**src/rtl/eag_pkg.sv**
```systemverilog
package eag_pkg;
  // Indices of the three register-read terms.
  localparam int NUM_TERMS = 3;
  localparam int T_BASE    = 0;
  localparam int T_INDEX   = 1;
  localparam int T_BRANCH  = 2;
endpackage

```
**src/rtl/eag_regfile.sv**
```systemverilog
module eag_regfile #(
  parameter int NREGS  = 16,
  parameter int DATA_W = 32,
  parameter int NRD    = 3,
  localparam int SEL_W = $clog2(NREGS)
) (
  input  logic                           clk,
  input  logic                           we,
  input  logic [SEL_W-1:0]               wsel,
  input  logic [DATA_W-1:0]              wdata,
  input  logic [NRD-1:0][SEL_W-1:0]      rsel,
  output logic [NRD-1:0][DATA_W-1:0]     rdata
);
  logic [DATA_W-1:0] mem [NREGS];

  always_ff @(posedge clk) begin
    if (we) mem[wsel] <= wdata;
  end

  for (genvar p = 0; p < NRD; p++) begin : g_rd
    assign rdata[p] = mem[rsel[p]];
  end
endmodule

```
**src/rtl/eag_zero_gate.sv**
```systemverilog
module eag_zero_gate #(
  parameter int DATA_W = 32,
  parameter int SEL_W  = 4
) (
  input  logic [SEL_W-1:0]  sel,
  input  logic [DATA_W-1:0] rval,
  output logic [DATA_W-1:0] term
);
  // Selector zero means "no register": contributes a constant zero.
  assign term = (sel == '0) ? '0 : rval;
endmodule

```
**src/rtl/eag_sum.sv**
```systemverilog
module eag_sum #(
  parameter int DATA_W = 32,
  parameter int ADDR_W = 24,
  parameter int DISP_W = 12
) (
  input  logic [DATA_W-1:0] base_t,
  input  logic [DATA_W-1:0] index_t,
  input  logic [DISP_W-1:0] disp,
  output logic [ADDR_W-1:0] addr
);
  logic [DATA_W-1:0] full;
  logic [DATA_W-1:0] disp_x;

  assign disp_x = DATA_W'(disp);
  assign full   = base_t + index_t + disp_x;
  // Only the low address bits are kept; higher carries vanish.
  assign addr   = full[ADDR_W-1:0];
endmodule

```
**src/rtl/operand_addr_unit.sv**
```systemverilog
module operand_addr_unit
  import eag_pkg::*;
#(
  parameter int NREGS   = 16,
  parameter int DATA_W  = 32,
  parameter int ADDR_W  = 24,
  parameter int DISP_W  = 12,
  parameter bit REG_OUT = 1'b1,
  localparam int SEL_W  = $clog2(NREGS),
  localparam int OPND_W = SEL_W + DISP_W
) (
  input  logic              clk,
  input  logic              rst,
  input  logic              wr_en,
  input  logic [SEL_W-1:0]  wr_sel,
  input  logic [DATA_W-1:0] wr_data,
  input  logic              in_valid,
  input  logic [OPND_W-1:0] opnd,
  input  logic [SEL_W-1:0]  idx_sel,
  input  logic              br_req,
  input  logic [SEL_W-1:0]  br_sel,
  output logic              out_valid,
  output logic [ADDR_W-1:0] ea_addr,
  output logic              br_en,
  output logic [ADDR_W-1:0] br_addr,
  output logic              spec_err
);
  logic [NUM_TERMS-1:0][SEL_W-1:0]  rd_sel;
  logic [NUM_TERMS-1:0][DATA_W-1:0] rd_val;
  logic [NUM_TERMS-1:0][DATA_W-1:0] term;

  logic [ADDR_W-1:0] ea_c;
  logic [ADDR_W-1:0] br_addr_c;
  logic              br_en_c;
  logic              spec_c;

  assign rd_sel[T_BASE]   = opnd[OPND_W-1 -: SEL_W];
  assign rd_sel[T_INDEX]  = idx_sel;
  assign rd_sel[T_BRANCH] = br_sel;

  eag_regfile #(.NREGS(NREGS), .DATA_W(DATA_W), .NRD(NUM_TERMS)) rf_i (
    .clk   (clk),
    .we    (wr_en),
    .wsel  (wr_sel),
    .wdata (wr_data),
    .rsel  (rd_sel),
    .rdata (rd_val)
  );

  for (genvar t = 0; t < NUM_TERMS; t++) begin : g_term
    eag_zero_gate #(.DATA_W(DATA_W), .SEL_W(SEL_W)) zg_i (
      .sel  (rd_sel[t]),
      .rval (rd_val[t]),
      .term (term[t])
    );
  end

  eag_sum #(.DATA_W(DATA_W), .ADDR_W(ADDR_W), .DISP_W(DISP_W)) sum_i (
    .base_t  (term[T_BASE]),
    .index_t (term[T_INDEX]),
    .disp    (opnd[DISP_W-1:0]),
    .addr    (ea_c)
  );

  assign br_en_c   = br_req && (br_sel != '0);
  assign br_addr_c = br_en_c ? term[T_BRANCH][ADDR_W-1:0] : '0;
  assign spec_c    = br_en_c && br_addr_c[0];

  if (REG_OUT) begin : g_reg
    always_ff @(posedge clk) begin
      if (rst) begin
        out_valid <= 1'b0;
        ea_addr   <= '0;
        br_en     <= 1'b0;
        br_addr   <= '0;
        spec_err  <= 1'b0;
      end else begin
        out_valid <= in_valid;
        if (in_valid) begin
          ea_addr  <= ea_c;
          br_en    <= br_en_c;
          br_addr  <= br_addr_c;
          spec_err <= spec_c;
        end
      end
    end
  end else begin : g_comb
    assign out_valid = in_valid && !rst;
    assign ea_addr   = ea_c;
    assign br_en     = br_en_c;
    assign br_addr   = br_addr_c;
    assign spec_err  = spec_c;
  end
endmodule

```
**config.mk**
```make
export PLATFORM = sky130hd
export DESIGN_NAME = operand_addr_unit
export DESIGN_NICKNAME = d
export VERILOG_FILES = /design/src/rtl/eag_pkg.sv /design/src/rtl/eag_regfile.sv /design/src/rtl/eag_zero_gate.sv /design/src/rtl/eag_sum.sv /design/src/rtl/operand_addr_unit.sv
export SDC_FILE = /design/constraint.sdc
export NUM_CORES = 1
export LEC_CHECK = 0
export ABC_CLOCK_PERIOD_IN_PS = 4500
export BUFFER_PORTS_ARGS = -buffer_cell sky130_fd_sc_hd__buf_4
export CAP_MARGIN = 0
export CORE_ASPECT_RATIO = 1.75
export CORE_MARGIN = 5
export CORE_UTILIZATION = 64
export CTS_CLUSTER_SIZE = 24
export DETAILED_ROUTE_END_ITERATION = 8
export PLACE_DENSITY = 0.81
export SLEW_MARGIN = 20
export SYNTH_ARGS = -nofsm -noshare
export SYNTH_HDL_FRONTEND = slang
export SYNTH_HIERARCHICAL = 1
export SYNTH_SLANG_ARGS = --single-unit
```
**constraint.sdc**
```tcl
create_clock -name clk -period 4.5 [get_ports clk]
set_input_delay 0 -clock clk [delete_from_list [all_inputs] [get_ports clk]]
set_output_delay 0 -clock clk [all_outputs]
set_load 0.005 [all_outputs]
```
======== After elaboration in Yosys (flattened, before gate mapping) ========
Memory sizes are Yosys's and may differ from the RTL's.
Index checks and enable logic that the tools add are counted.
operators by class
  add/subtract/negate cells ............... 2
  mux-type cells .......................... 6
  reductions and logical operators ........ 6
operators by type and width
  kind                 number
  $mux W24             4
  $add A24 B12 Y24     1
  $add A24 B24 Y24     1
  $logic_not A4 Y1     3
  $reduce_bool A4 Y1   1
  $logic_and A1 B1 Y1  2
  $mux W1              2
word-level totals
  bits in registers ....................... 51
  memory bits (writable) .................. 512
  memories kept ........................... 1
memories
  memory    depth  width  rd ports  clocked after memory_dff  write ports  RTL line           text
  rf_i.mem  16     32     3         0                         1            eag_regfile.sv:14  logic [DATA_W-1:0] mem [NREGS];

======== Depth between registers and ports, before layout ========
  depth after elaboration ................. 4
  depth in mapped cells ................... 20
  gate-level depth less buffers ........... 18

======== Modules after synthesis ========
Netlist, hierarchy kept.
by module, submodules not included
  module             times used  cells an instance  area an instance (um2)  sequential area each (um2)
  eag_regfile        1           1348               26634.3                 15374.7
  operand_addr_unit  1           194                2015.7                  1001.0
  eag_sum            1           190                1657.8                  0.0
  eag_zero_gate      3           44                 439.2                   0.0

======== Worst setup path after synthesis ========
Ideal clock, no wire load.
  path type ............................... input -> register
  start point ............................. input opnd[12]
  end point ............................... register ea_addr[19]
  library setup time ...................... 64 ps
  data arrival time ....................... 3643 ps
  setup slack ............................. 793 ps
  stages on the path ...................... 18
  path buffers ............................ 2
  cells stage by stage .................... buf_2 -> buf_2 -> mux4_2 -> a22oi_1 -> nand2_1 -> o41a_1 -> fa_1 -> ha_1 -> inv_1 -> fa_1 -> nand2b_1 -> a21o_1 -> a31oi_4 -> a21boi_2 -> and4bb_1 -> nor3_2 -> mux2i_1 -> nor2_1
RTL lines
  what                  RTL line                 text
  start, declared       operand_addr_unit.sv:18  input logic [OPND_W-1:0] opnd,
  end signal, assigned  operand_addr_unit.sv:73  ea_addr <= '0;
  end signal, assigned  operand_addr_unit.sv:80  ea_addr <= ea_c;
  end, declared         operand_addr_unit.sv:23  output logic [ADDR_W-1:0] ea_addr,

==> flow_summary.yaml <==
final_layout:
  layout.nets: 1719
  final_cells: 2122
  drive_above_1_share_pct: 35.0
  fin_area_sq_um: 27600
  area_delta_synth_final_pct: 10.9
  final_util_pct: 71.7
sta:
  fmax_ghz: 0.238
  fin_crit_sh_pct: 93.4
  rsz0062_at_grt: "false"
  drv_slew: 0
  hold_viol: 0
  hold_slack_ns: 0.0138
  min_period_ns: 4.20
  setup-tns-final_ns: 0
  finalSetupViolCount: 0
  worst_pin_slew_ns: 1.17
  finClkSkew_ns: 0.0243
  max-slew-margin-rel_pct: 21.9
clock_tree:
  clk_latency_ns: 0.57
  post_cts_buffers: 0
  root_buffer: "clkbuf_16"
  clock-sinks: 434
  clk_pin_slew_ns: 0.07
  cts_max_level: 2
  cts_made_buffers: 40
  clockBufferDepth: 3
  tritoncts: "done"
  cts.repair.resized: 0
  cts_hold_buf: 26
global_route:
  grt_antenna_before_repair: 0
  grt_util_all_layers_pct: 33.8
  grt_pass1_wl_mm: 110
  grt_pass1_vias: 17500
  grt_start_max_net_pins: 76
  grt-ovfl-total: 0
setup_path:
  cp.required_ns: 4.98
  cp_data_arrival_time_ns: 4.68
  path_cells: "mux4_2 > a22oi_1 > nand2_1 > o41a_1 > fa_1 > ha_1 > inv_1 > fa_1 > nand2b_1 > a21o_1 > a31oi_4 > o41ai_4 > o21ai_1 > xor2_1 > mux2i_1 > nor2_1"
  slowest_delay_ns: 0.53
  critPathTopFamily: "compound AO/OA/AOI/OAI gates"
  critical_path_class: "reg2reg"
  slowest_stage: "mux4_2"
  cp_max_fo: 4
  end_kind: "flop"
  crit_buf_inv: 1
  cp-start-kind: "flop"
  cpMostUsedCell: "fa_1"
detailed_routing:
  drtAntennaViolNets: 0
  drc: 2
  routed_wl_mm: 73.5
  routedWlPerCell_um: 34.6
  avgViaCountPerCell: 7.85
  first_pass_iters: 7
  vias: 16700
  drt_iter0_markers: 2490
placed_design:
  gp_congestion: 0.937
  portBuffers: 107
  place_area_sq_um: 26100
  detailed_place_hpwl_mm: 45.5
  place_inst: 2025
status:
  violations: "design-rule violations"
  status: "finished, violations left"
pwr:
  clockPowerShare_pct: 33.3
  power_switching_mw: 2.76
  ir_drop_mv: 0.259
  power_frac_seq_pct: 45.7
  p_comb_share_pct: 21.0
  leakage_nw: 9.26
  switching_share_pct: 27.4
  intPower_mw: 7.34
  power.density_nw_per_um2: 366
yosys:
  syn-num-nets: 1655
  yosysWarningCount: 6
  synth_cells: 1544
  synth_area_sq_um: 24900
  syn-mean-instance-area_sq_um: 16.1
floorplan:
  dieArea_sq_um: 43100
  rows: 95
  chipWidth_um: 159
  start_util_pct: 64.7
  core_sq_um: 38500
  die_h_um: 271
  ios: 116
run:
  max-cap-violations: 0
min_path:
  worstHoldPathType: "in2reg"
-- sequential cells by signal, summed over array words and instances (netlist names) --
name and count:
br_addr 24, br_en 1, ea_addr 24, out_valid 1, rf_i/mem 384
-- final cells by class --
| class | instances | area, sq um |
|---|---|---|
| inverter | 34 | 128 |
| clock inverter | 21 | 231 |
| sequential | 434 | 12500 |
| antenna | 1 | 2.50 |
| tap | 485 | 607 |
| timing repair buffer | 208 | 1740 |
| clock buffer | 49 | 1030 |
| multi-input combinational | 890 | 11300 |
| fill | 2325 | 10900 |
-- stage by stage --
step / total power [mW] / setup WS (ns)
CTS: 10.1 / 0.376
detailed placement: 6.75 / 0.238
global route: 10.5 / 0.151
finish: 10.1 / 0.297
global placement: 6.69 / 0.265
floorplan: 6.07 / 0.793
-- final timing paths --
check	from	end	slack, ns	cells past startpoint
min reg2reg	ea_addr[5]	ea_addr[5]	0.50	2
min	in_valid	out_valid	0.01	2
max reg2reg	rf_i/mem[3][1]	ea_addr[17]	0.30	16
max	rf_i/mem[3][1]	ea_addr[17]	0.30	16
-- cell usage in the layout (no fill, tap or decap), types with 34 or more instances in the layout --
| master | count |
|---|---|
| buf_4 | 171 |
| inv_1 | 34 |
| edfxtp_1 | 384 |
| mux4_2 | 288 |
| nand2_1 | 89 |
| nor2_1 | 36 |
| a22oi_1 | 144 |
| clkbuf_16 | 40 |
| o41a_1 | 72 |
| dfxtp_1 | 50 |
-- layer usage --
layer / track usage [%] / wire, um / share of wire, %
met2: 55.2 / 36100 / 49
met4: 21.0 / 5730 / 7.8
met3: 7.26 / 8930 / 12
met1: 41.3 / 22800 / 31
met5: 0 / 0 / 0
-- power by group through the flow --
| stage | Combinational (mW) | Clock [mW] | Sequential (mW) |
|---|---|---|---|
| 2_1_floorplan | 1.39 | 0 | 4.68 |
| 3_3_place_gp | 2.01 | 0 | 4.68 |
| 3_5_place_dp | 2.05 | 0 | 4.70 |
| 4_1_cts | 2.09 | 3.40 | 4.61 |
| 5_1_grt | 2.26 | 3.58 | 4.63 |
| 6_report | 2.12 | 3.37 | 4.62 |
Note: power is estimated with default switching activity, not from simulation.
